File: config.mk
export PLATFORM = sky130hd
export DESIGN_NAME = aru_top
export DESIGN_NICKNAME = d
export VERILOG_FILES = /design/src/rtl/aru_pkg.sv /design/src/rtl/aru_revcarry.sv /design/src/rtl/aru_modify.sv /design/src/rtl/aru_compare.sv /design/src/rtl/aru_top.sv
export SDC_FILE = /design/constraint.sdc
export NUM_CORES = 1
export LEC_CHECK = 0
export BUFFER_PORTS_ARGS = -buffer_cell sky130_fd_sc_hd__buf_2
export CAP_MARGIN = 20
export CORE_AREA = 2 2 174 176
export CTS_CLUSTER_SIZE = 16
export DETAILED_ROUTE_END_ITERATION = 8
export DIE_AREA = 0 0 176 178
export MAX_ROUTING_LAYER = met4
export PLACE_DENSITY = 0.6
export SLEW_MARGIN = 20
export SYNTH_ARGS = -nofsm -noshare
export SYNTH_HDL_FRONTEND = slang
export SYNTH_SLANG_ARGS = --single-unit
export TNS_END_PERCENT = 50
File: constraint.sdc
create_clock -name clk -period 6.2 [get_ports clk]
set_clock_uncertainty 0.2 [all_clocks]
set_input_delay 0.62 -clock clk [delete_from_list [all_inputs] [get_ports clk]]
set_output_delay 0.62 -clock clk [all_outputs]
set_load 0.01 [all_outputs]
File: src/rtl/aru_pkg.sv
// Shared codes for the address register unit.
// Assumes a 3-bit modify code and a 2-bit compare code.
package aru_pkg;
    typedef enum logic [2:0] {
        AM_HOLD  = 3'd0,
        AM_INC   = 3'd1,
        AM_DEC   = 3'd2,
        AM_ADDX  = 3'd3,
        AM_SUBX  = 3'd4,
        AM_RADDX = 3'd5,
        AM_RSUBX = 3'd6,
        AM_SPARE = 3'd7
    } amod_e;

    typedef enum logic [1:0] {
        CM_EQ = 2'd0,
        CM_LT = 2'd1,
        CM_GT = 2'd2,
        CM_NE = 2'd3
    } cmode_e;
endpackage

File: src/rtl/aru_revcarry.sv
// Reverse-carry adder/subtractor: y = rev(rev(a) +/- rev(b)).
// Carries travel from the MSB toward the LSB. Assumes W >= 2.
module aru_revcarry #(
    parameter int W = 16
) (
    input  logic [W-1:0] a_i,
    input  logic [W-1:0] b_i,
    input  logic         sub_i,
    output logic [W-1:0] y_o
);
    logic [W-1:0] ra;
    logic [W-1:0] rb;
    logic [W-1:0] rs;

    // Bit reversal of both operands and of the result.
    for (genvar k = 0; k < W; k++) begin : g_rev
        assign ra[k]  = a_i[W-1-k];
        assign rb[k]  = b_i[W-1-k];
        assign y_o[k] = rs[W-1-k];
    end

    // Ordinary arithmetic in the reversed domain.
    assign rs = sub_i ? (ra - rb) : (ra + rb);
endmodule

File: src/rtl/aru_modify.sv
// Next-value generator for the indirect modify rules.
// Assumes cur_i is the current register and idx_i is register 0.
// Unused codes leave the value unchanged.
module aru_modify
    import aru_pkg::*;
#(
    parameter int W = 16
) (
    input  logic [W-1:0] cur_i,
    input  logic [W-1:0] idx_i,
    input  logic [2:0]   mode_i,
    output logic [W-1:0] next_o,
    output logic         chg_o
);
    logic [W-1:0] rev_val;
    logic         rev_sub;

    assign rev_sub = (mode_i == AM_RSUBX);

    aru_revcarry #(.W(W)) u_rev (
        .a_i   (cur_i),
        .b_i   (idx_i),
        .sub_i (rev_sub),
        .y_o   (rev_val)
    );

    // Select the modified value by rule code.
    always_comb begin
        chg_o  = 1'b1;
        next_o = cur_i;
        case (mode_i)
            AM_INC:   next_o = cur_i + W'(1);
            AM_DEC:   next_o = cur_i - W'(1);
            AM_ADDX:  next_o = cur_i + idx_i;
            AM_SUBX:  next_o = cur_i - idx_i;
            AM_RADDX,
            AM_RSUBX: next_o = rev_val;
            default:  chg_o  = 1'b0;
        endcase
    end
endmodule

File: src/rtl/aru_compare.sv
// Unsigned comparison of the current register against register 0.
// Assumes the 2-bit condition codes from aru_pkg.
module aru_compare
    import aru_pkg::*;
#(
    parameter int W = 16
) (
    input  logic [W-1:0] a_i,
    input  logic [W-1:0] b_i,
    input  logic [1:0]   mode_i,
    output logic         tc_o
);
    // Evaluate the selected condition.
    always_comb begin
        case (mode_i)
            CM_EQ:   tc_o = (a_i == b_i);
            CM_LT:   tc_o = (a_i <  b_i);
            CM_GT:   tc_o = (a_i >  b_i);
            default: tc_o = (a_i != b_i);
        endcase
    end
endmodule

File: src/rtl/aru_top.sv
// Address register unit: a register bank, a selector, a selector backup,
// post-modify indirect addressing and side access ports.
// Assumes NREG is a power of two. Update priority is ind > loop > imm.
// A direct write overrides an update to the same register.
module aru_top
    import aru_pkg::*;
#(
    parameter int W     = 16,
    parameter int NREG  = 8,
    parameter int IMM_W = 8
) (
    input  logic                     clk,
    input  logic                     rst_n,
    input  logic                     ind_en,
    input  logic [2:0]               ind_mode,
    input  logic                     ptr_ld,
    input  logic [$clog2(NREG)-1:0]  ptr_new,
    output logic [W-1:0]             addr_out,
    input  logic                     wr_en,
    input  logic [$clog2(NREG)-1:0]  wr_sel,
    input  logic [W-1:0]             wr_data,
    input  logic [$clog2(NREG)-1:0]  rd_sel,
    output logic [W-1:0]             rd_data,
    input  logic                     adk_en,
    input  logic                     adk_sub,
    input  logic [IMM_W-1:0]         adk_imm,
    input  logic                     loop_en,
    output logic                     zero_flag,
    input  logic [1:0]               cmp_mode,
    output logic                     tc,
    output logic [$clog2(NREG)-1:0]  ptr_out,
    output logic [$clog2(NREG)-1:0]  buf_out
);
    localparam int PW = $clog2(NREG);

    logic [W-1:0]  ar_q [NREG];
    logic [PW-1:0] ptr_q;
    logic [PW-1:0] buf_q;
    logic [W-1:0]  cur_val;
    logic [W-1:0]  ar0_val;
    logic [W-1:0]  mod_val;
    logic          mod_chg;
    logic [W-1:0]  imm_ext;
    logic [W-1:0]  upd_val;
    logic          upd_en;

    assign cur_val = ar_q[ptr_q];
    assign ar0_val = ar_q[0];
    assign imm_ext = {{(W-IMM_W){1'b0}}, adk_imm};

    aru_modify #(.W(W)) u_mod (
        .cur_i  (cur_val),
        .idx_i  (ar0_val),
        .mode_i (ind_mode),
        .next_o (mod_val),
        .chg_o  (mod_chg)
    );

    aru_compare #(.W(W)) u_cmp (
        .a_i    (cur_val),
        .b_i    (ar0_val),
        .mode_i (cmp_mode),
        .tc_o   (tc)
    );

    // Choose the arithmetic update for the current register by priority.
    always_comb begin
        upd_en  = 1'b0;
        upd_val = cur_val;
        if (ind_en) begin
            upd_en  = mod_chg;
            upd_val = mod_val;
        end else if (loop_en) begin
            upd_en  = 1'b1;
            upd_val = cur_val - W'(1);
        end else if (adk_en) begin
            upd_en  = 1'b1;
            upd_val = adk_sub ? (cur_val - imm_ext) : (cur_val + imm_ext);
        end
    end

    // One storage process per register: direct load beats update.
    for (genvar i = 0; i < NREG; i++) begin : g_reg
        always_ff @(posedge clk) begin
            if (!rst_n)
                ar_q[i] <= '0;
            else if (wr_en && (wr_sel == PW'(i)))
                ar_q[i] <= wr_data;
            else if (upd_en && (ptr_q == PW'(i)))
                ar_q[i] <= upd_val;
        end
    end

    // Selector reload, saving the previous selector in the backup.
    always_ff @(posedge clk) begin
        if (!rst_n) begin
            ptr_q <= '0;
            buf_q <= '0;
        end else if (ptr_ld) begin
            buf_q <= ptr_q;
            ptr_q <= ptr_new;
        end
    end

    assign addr_out  = cur_val;
    assign rd_data   = ar_q[rd_sel];
    assign zero_flag = (cur_val == '0);
    assign ptr_out   = ptr_q;
    assign buf_out   = buf_q;
endmodule

==> metrics.md, run 1 <==
| Metric | Value |
|---|---|
| Number of cells after detailed placement | `1757` |
| Die Wd | `176 um` |
| Slack of the critical path | `484 ps` |
| Starting DRT DRC Count | `1428` |
| Clock tree from TritonCTS | `built` |
| Site Rows | `63` |
| Simple-gate portion of the synthesized area | `0.156` |
| # DRC | `0` |
| Post-DR wirelength/cell | `26.5 um` |
| Pin slew with the least headroom to its limit | `1070 ps` |
| Chain of cells forming the critical path | `buf_4 > mux4_2 > mux2i_1 > inv_1 > ha_1 > and4_1 > nand2_1 > nand3_1 > a31oi_1 > nor2_1 > a211oi_1 > a211oi_1 > a21oi_1 > buf_2` |
| Clock Path Buffers | `2` |
| Clock latency reported for the late side of the worst-skew pair | `420 ps` |
| CP max FO | `19` |
| Nets@finish | `1502` |
| Final HPWL DP | `35100 um` |
| Top-area cell type share of the netlist area | `0.295` |
| Total setup violations reported at the end of the flow | `0` |
| IO buf count | `85` |
| Pwr per Cell Area | `267 nW/um^2` |
| Final non-filler cell area | `14500 um^2` |
| Number of non-filler instances in the completed layout | `1790` |
| Biggest area contributors in the synthesized netlist | `sky130_fd_sc_hd__edfxtp_1 (30%), sky130_fd_sc_hd__mux4_2 (11%), sky130_fd_sc_hd__ha_1 (6.3%), sky130_fd_sc_hd__a22o_1 (4.8%), sky130_fd_sc_hd__xnor2_1 (4.0%)` |
| Post CTS Setup Buffer Count | `0` |
| Type of the tightest min-delay check | `in2reg` |
| Number of buffers created by CTS | `17` |
| RSZ-0062 raised after global routing | `false` |
| Worst path top cell family by delay | `compound AO/OA/AOI/OAI gates` |
| Leak | `5.59 nW` |
| Cts-stage hold buffer count | `0` |
| Clk Tree Root Cell | `sky130_fd_sc_hd__clkbuf_16` |
| Critical path buffers and inverters | `3` |
| Total Wirelength | `47500 um` |
| Number of optimization iterations in the first detailed-route pass | `6` |
| Multiplexer share of the synthesized area | `0.150` |
| Maximum number of pins on one net before global-route repair | `41` |
| Count of maximum capacitance violations | `0` |
| Critical path's most frequent cell | `sky130_fd_sc_hd__a211oi_1` |
| Final Hold Slack | `304 ps` |
| Net Count, Synth | `1451` |
| Final setup TNS | `0 ps` |
| PnR Total Power | `3.87 mW` |
| Gr ovfl total | `0` |
| CTS sink cnt | `137` |
| Via/cell ratio | `6.60` |
| Effective utilization at floorplan | `0.443` |
| Slew Viols, Final | `0` |
| GPL Wtd Cong | `0.984` |
| Launching element type of the critical path | `flop` |
| Placed instance area | `13900 um^2` |
| Die outline area | `31300 um^2` |
| Count of final hold-check violations | `0` |
| EDFF count, synth | `128` |
| H-tree level count | `4` |
| Number of global-route vias before repair | `11200` |
| Distinct cell type count after synthesis | `87` |
| Critical path endpoint category | `output pin` |
| Xor/xnor share of the synthesized area | `0.0498` |
| Antenna violations before repair | `1` |
| Total routing resource utilization after global routing | `0.312` |
| Dominant combinational cell family by area after synthesis | `compound AO/OA/AOI/OAI gates` |
| Fraction of the mapped netlist area in compound gates | `0.224` |
| Register bit total from synthesis | `137` |
| ANT nets after route | `0` |
| Post-synthesis area per instance | `9.75 um^2` |
| Maximum ir drop on the vdd rail | `0.000185 V` |
| Share of flip-flops with an asynchronous set or reset | `0` |
| Vias | `11800` |
| Portion of the clock cycle consumed by the worst path in the final layout | `0.922` |
| Post-synthesis cell area | `13000 um^2` |
| Floorplan core area | `29400 um^2` |
| Worst path max stage delay | `720 ps` |
| Core utilization of the finished layout | `0.492` |
| Clock edge transition at the registers on the reported setup and hold paths | `70 ps` |
| Classification of the worst setup path | `reg2out` |
| Critical path data required time | `5380 ps` |
| Main flop type after synthesis | `sky130_fd_sc_hd__edfxtp_1` |
| Count of instances resized after the clock tree is built | `0` |
| Sequential share of the synthesized area | `0.309` |
| I/O pin count | `86` |
| Critical path's slowest cell | `sky130_fd_sc_hd__dfxtp_2` |
| Post-place setup slack | `734 ps` |
| Tightest slew margin relative to the limit | `0.282` |
| Adder and majority cell fraction of the synthesized area | `0.0696` |
| Global-route wire length before repair | `70300 um` |
| Endpoint arrival time on the critical path | `4900 ps` |
| Fmax achieved | `0.175 GHz` |
| Signed area change from the synthesized netlist to the final layout | `11.1%` |
| Number of filler cells placed in the layout | `2726` |
| Shortest period the worst path allows | `5720 ps` |
| Mapped Cells | `1335` |
| Total number of yosys warnings | `0` |
| Run status | `finished clean` |
| Fraction of final layout cells sized beyond drive strength 1 | `0.204` |
| Biggest area consumer among synthesized cells | `sky130_fd_sc_hd__edfxtp_1` |
| Die Y | `178 um` |
[worst register-to-register path: cells and delay by family, from the launching register on]
family | cells | cell delay (ps)
xor gates and xnor gates | 1 | 150
DFF | 1 | 900
AOI/OAI and AO/OA | 5 | 1670
and+or+nand+nor | 2 | 720
buffers and inverters | 1 | 420
muxes | 2 | 970
adders and majority gates | 1 | 350
[state kept, by name, indices dropped and copies added (netlist names), named ones only]
name,count
buf_out,3
ar_q,128
ptr_out,3
[placed cells by master, fill, tap and decap left out, drive strengths merged, types with 10 or more instances in the layout]
master | Yosys | final
edfxtp | 128 | 128
buf | 33 | 119
nand2 | 115 | 115
o21ai | 89 | 89
nor2 | 75 | 75
a22o | 71 | 71
a21oi | 68 | 68
ha | 66 | 66
mux4 | 64 | 64
xnor2 | 59 | 59
inv | 47 | 57
nor3 | 42 | 42
nand3 | 37 | 37
and3 | 27 | 27
mux2 | 25 | 25
a211oi | 24 | 24
mux2i | 20 | 20
a21o | 17 | 17
clkbuf | 54 | 17
nor2b | 15 | 15
nand2b | 15 | 15
xor2 | 15 | 15
or3 | 14 | 14
o21a | 13 | 13
o211ai | 12 | 12
a31oi | 11 | 11
nand3b | 10 | 10
o31ai | 10 | 10
or2 | 10 | 10
and2 | 10 | 10
[final timing paths]
| kind | startpoint | to | slack [ps] | depth (start not counted) |
|---|---|---|---|---|
| max | flop | tc | 480 | 14 |
| min reg2reg | buf_out[2]$_SDFFE_PN0P_ | buf_out[2]$_SDFFE_PN0P_ | 320 | 2 |
| max reg2reg | flop | ar_q[1][9]$_DFFE_PP_ | 670 | 12 |
| min | ptr_new[1] | flop | 300 | 3 |
[cell families (layout without fill, tap and decap cells)]
| logic type | after synthesis | count (layout) |
|---|---|---|
| xor+xnor | 74 | 74 |
| fa+ha+maj | 70 | 70 |
| flops | 137 | 137 |
| mux | 109 | 109 |
| simple gates | 399 | 399 |
| other cells | 0 | 1 |
| compound gates | 411 | 411 |
| buf+inv | 135 | 199 |
[power breakdown]
| group | internal, mW | leakage (nW) | switching, mW | total, mW |
|---|---|---|---|---|
| logic | 0.663 | 3.89 | 1.03 | 1.70 |
| clock network | 0.568 | 0.274 | 0.439 | 1.01 |
| registers | 1.08 | 1.42 | 0.0805 | 1.16 |
[cells in the mapped netlist (9+ instances only)]
master	number
sky130_fd_sc_hd__dfxtp_1	9
sky130_fd_sc_hd__o211ai_1	12
sky130_fd_sc_hd__mux2_2	25
sky130_fd_sc_hd__a21oi_1	66
sky130_fd_sc_hd__and3_1	27
sky130_fd_sc_hd__a32o_1	9
sky130_fd_sc_hd__a211oi_1	24
sky130_fd_sc_hd__a22o_1	71
sky130_fd_sc_hd__mux4_2	64
sky130_fd_sc_hd__xnor2_1	59
sky130_fd_sc_hd__clkbuf_1	54
sky130_fd_sc_hd__o21ai_0	46
sky130_fd_sc_hd__mux2i_1	16
sky130_fd_sc_hd__or3_1	14
sky130_fd_sc_hd__inv_1	45
sky130_fd_sc_hd__a32oi_1	9
sky130_fd_sc_hd__a21o_1	17
sky130_fd_sc_hd__o31ai_1	10
sky130_fd_sc_hd__nand2_1	115
sky130_fd_sc_hd__nor2_1	75
sky130_fd_sc_hd__nor2b_1	15
sky130_fd_sc_hd__buf_1	22
sky130_fd_sc_hd__nand3_1	36
sky130_fd_sc_hd__o21ai_1	42
sky130_fd_sc_hd__nand2b_1	15
sky130_fd_sc_hd__a31oi_1	11
sky130_fd_sc_hd__o21a_1	13
sky130_fd_sc_hd__ha_1	66
sky130_fd_sc_hd__nand3b_1	10
sky130_fd_sc_hd__xor2_1	15
sky130_fd_sc_hd__edfxtp_1	128
sky130_fd_sc_hd__nor3_1	42
[final cells by class]
type / instances / area, um^2 / share of cell area
Multi-Input combinational cell: 1063 / 8500 / 0.588
Sequential cell: 137 / 4030 / 0.279
Timing Repair Buffer: 119 / 681 / 0.0471
Tap cell: 390 / 488 / 0.0338
Clock buffer: 17 / 425 / 0.0294
Inverter: 48 / 180 / 0.0125
Clock inverter: 15 / 155 / 0.0107
Antenna cell: 1 / 2.50 / 0.000173
[per-layer routing]
metal | routed length, um | part of all wire | GRT usage | up-vias
li1 | - | - | - | 5338
met1 | 19500 | 0.41 | 0.400 | 5756
met2 | 21800 | 0.46 | 0.495 | 595
met3 | 3560 | 0.075 | 0.0301 | 121
met4 | 2680 | 0.056 | 0.159 | 0
met5 | 0 | 0 | - | -
Note: power is estimated with default switching activity, not from simulation.
==> run 2: changes to the inputs <==
--- a/config.mk
+++ b/config.mk
@@ -5,7 +5,7 @@
 export SDC_FILE = /design/constraint.sdc
 export NUM_CORES = 1
 export LEC_CHECK = 0
-export BUFFER_PORTS_ARGS = -buffer_cell sky130_fd_sc_hd__buf_2
+export BUFFER_PORTS_ARGS = -buffer_cell sky130_fd_sc_hd__buf_4
 export CAP_MARGIN = 20
 export CORE_AREA = 2 2 174 176
 export CTS_CLUSTER_SIZE = 16
==> run 2 against run 1 <==
  * Final area grew 1.7%
  * Global-route usage is 0.73 points higher
  * Combinational power rose by 3%
  * Register-to-register slack lost 90 ps
  * Total power rose by 3.9%
  * Sequential share of layout area down 0.48 points
  * Cell count decreased by 0.34%
  * Worst setup slack got worse by 55 ps
  * Largest power group unchanged
  * Highest routed layer unchanged
==> metrics.md, run 2 (synthesis results as in run 1) <==
| Metric | Value |
|---|---|
| Leak | `5.64 nW (+1.1%)` |
| IO buf count | `85 (unchanged)` |
| Nets@finish | `1496 (-0.40%)` |
| Net switching power figure | `1.54 mW (-0.77%)` |
| Clock latency reported for the late side of the worst-skew pair | `430 ps (about the same)` |
| Switching portion of total power | `0.384 (-0.0181)` |
| Floorplan core area | `29400 um^2 (unchanged)` |
| Pwr per Cell Area | `273 nW/um^2 (+2.1%)` |
| Chain of cells forming the critical path | `buf_12 > mux4_2 > mux2i_1 > inv_1 > ha_1 > and4_1 > nand2_1 > nand3_1 > a31oi_1 > nor2_1 > a211oi_1 > a211oi_1 > a21oi_1 > buf_4` |
| Gr ovfl total | `0 (unchanged)` |
| Signed area change from the synthesized netlist to the final layout | `13.0%` |
| Launching element type of the critical path | `flop` |
| Fmax achieved | `0.173 GHz (-0.95%)` |
| Effective utilization at floorplan | `0.443 (unchanged)` |
| Count of instances resized after the clock tree is built | `0 (unchanged)` |
| Classification of the worst setup path | `reg2out` |
| Die outline area | `31300 um^2 (unchanged)` |
| Clk Tree Root Cell | `sky130_fd_sc_hd__clkbuf_16` |
| Part of the power in the clock network | `0.275 (+0.014)` |
| Most frequent standard cell in the layout excluding fill and tap cells | `sky130_fd_sc_hd__edfxtp_1` |
| Final HPWL DP | `35100 um (about the same)` |
| # DRC | `0 (unchanged)` |
| Critical path data required time | `5380 ps (about the same)` |
| Flip-flop count of the largest register after layout | `128 (unchanged)` |
| Critical path's slowest cell | `sky130_fd_sc_hd__dfxtp_2` |
| H-tree level count | `4 (unchanged)` |
| Tightest slew margin relative to the limit | `0.257 (-0.0252)` |
| I/O pin count | `86 (unchanged)` |
| Via/cell ratio | `6.73 (+1.9%)` |
| Run status | `finished clean` |
| Pint | `2.48 mW (+7.0%)` |
| Count of maximum capacitance violations | `0 (unchanged)` |
| Maximum number of pins on one net before global-route repair | `39 (-4.9%)` |
| ANT nets after route | `0 (unchanged)` |
| Total setup violations reported at the end of the flow | `0 (unchanged)` |
| Clock tree from TritonCTS | `built` |
| Count of final hold-check violations | `0 (unchanged)` |
| CP max FO | `23 (+4)` |
| Cts-stage hold buffer count | `0 (unchanged)` |
| Number of buffers created by CTS | `17 (unchanged)` |
| Highest-count cells in the layout ignoring fill and taps | `sky130_fd_sc_hd__edfxtp_1 (128), sky130_fd_sc_hd__nand2_1 (115), sky130_fd_sc_hd__buf_4 (112)` |
| Portion of the clock cycle consumed by the worst path in the final layout | `0.931 (+0.00887)` |
| Total Wirelength | `48200 um (+1.5%)` |
| Critical path's most frequent cell | `sky130_fd_sc_hd__a211oi_1` |
| Vias | `12000 (+1.6%)` |
| Shortest period the worst path allows | `5770 ps (+55.0 ps)` |
| Maximum ir drop on the vdd rail | `0.000206 V (+11%)` |
| Endpoint arrival time on the critical path | `4950 ps (+50 ps)` |
| Pin slew with the least headroom to its limit | `1110 ps (+43.1 ps)` |
| Global-route wire length before repair | `72000 um (+2.5%)` |
| Post-DR wirelength/cell | `27.0 um (+1.8%)` |
| Min-Delay Path Depth | `3 (unchanged)` |
| Starting DRT DRC Count | `1459 (+2.2%)` |
| Clock Path Buffers | `2 (unchanged)` |
| Number of cells traversed by the worst register-to-register path | `14 (+2)` |
| Clock edge transition at the registers on the reported setup and hold paths | `60 ps (about the same)` |
| Power share of the combinational group | `0.435 (-0.004)` |
| Total routing resource utilization after global routing | `0.319 (+0.00732)` |
| Antenna violations before repair | `0 (-1)` |
| Die Wd | `176 um (unchanged)` |
| Relative contribution of sequential cells to total power | `0.290 (-0.011)` |
| Type of the tightest min-delay check | `in2reg` |
| Worst path max stage delay | `750 ps (+30 ps)` |
| Die Y | `178 um (unchanged)` |
| Final Hold Slack | `307 ps (+3.17 ps)` |
| Register containing the most flip-flops in the final layout | `ar_q` |
| Fraction of final layout cells sized beyond drive strength 1 | `0.202 (-0.00271)` |
| Number of global-route vias before repair | `11600 (+3.0%)` |
| GPL Wtd Cong | `0.954 (-3.0%)` |
| CTS sink cnt | `137 (unchanged)` |
| Number of optimization iterations in the first detailed-route pass | `6 (unchanged)` |
| Post CTS Setup Buffer Count | `0 (unchanged)` |
| RSZ-0062 raised after global routing | `false` |
| Critical path endpoint category | `output pin` |
| Slew Viols, Final | `0 (unchanged)` |
| Site Rows | `63 (unchanged)` |
| Final setup TNS | `0 ps (unchanged)` |
[run 2: cell count changes in the layout (fill, tap and decap cells not counted), sizes merged]
| cell | delta |
|---|---|
| inv | -9 |
| buf | -6 |
| clkbuf | +4 |
| bufinv | +3 |
| clkinv | +2 |
[run 2: cell type report]
cell class,count,area (um^2)
fillers,2729,14700
well taps,390,488
clock inverters,11,168
diodes,1,2.50
inverters,48,180
clock buffers,21,470
multi-input cells,1063,8510
flip-flops and latches,137,4030
repair buffers,113,861
[run 2: routing by layer]
metal	vias to the layer above	wire length, um	GRT usage
li1	5323	-	-
met5	-	0	-
met3	127	3910	0.0409
met4	0	2330	0.148
met1	5873	19200	0.407
met2	676	22700	0.510
[run 2: path summary, 6_finish.rpt]
path                      startpoint                 endpoint  slack (ps)
min                       ptr_new[1]  ptr_out[1]$_SDFFE_PN0P_         310
max                             flop                       tc         430
max reg2reg                     flop     ar_q[7][2]$_DFFE_PP_         580
min reg2reg  buf_out[2]$_SDFFE_PN0P_  buf_out[2]$_SDFFE_PN0P_         330
[run 2: power by group through the flow]
stage	Clock, mW	Combinational (mW)	Sequential [mW]
final	1.10	1.75	1.16
after global routing	1.14	1.88	1.17
after CTS	1.10	1.72	1.16
after detailed placement	0	1.71	1.18
after global placement	0	1.71	1.18
after floorplan	0	1.19	1.13
[run 2: critical path: cells and delay by family, from the launching register on]
kind                     cells  cell delay (ps)
multiplexers                 2              910
AND/OR/NAND/NOR              4              580
adder cells (fa/ha/maj)      1              450
flip-flops                   1              750
AO/OA/AOI/OAI                4             1070
buffers and inverters        3              750
[run 2: stage by stage]
step / cells / setup WS, ps / utilization / area (um^2) / total power, mW
floorplan: 1335 / 1480 / - / 13000 / 2.33
global placement: 1751 / 817 / 0.478 / 14100 / 2.89
detailed placement: 1751 / 705 / 0.478 / 14100 / 2.89
CTS: 1783 / 443 / 0.500 / 14700 / 3.98
global route: 1783 / 119 / 0.500 / 14700 / 4.19
finish: 1784 / 429 / 0.500 / 14700 / 4.02
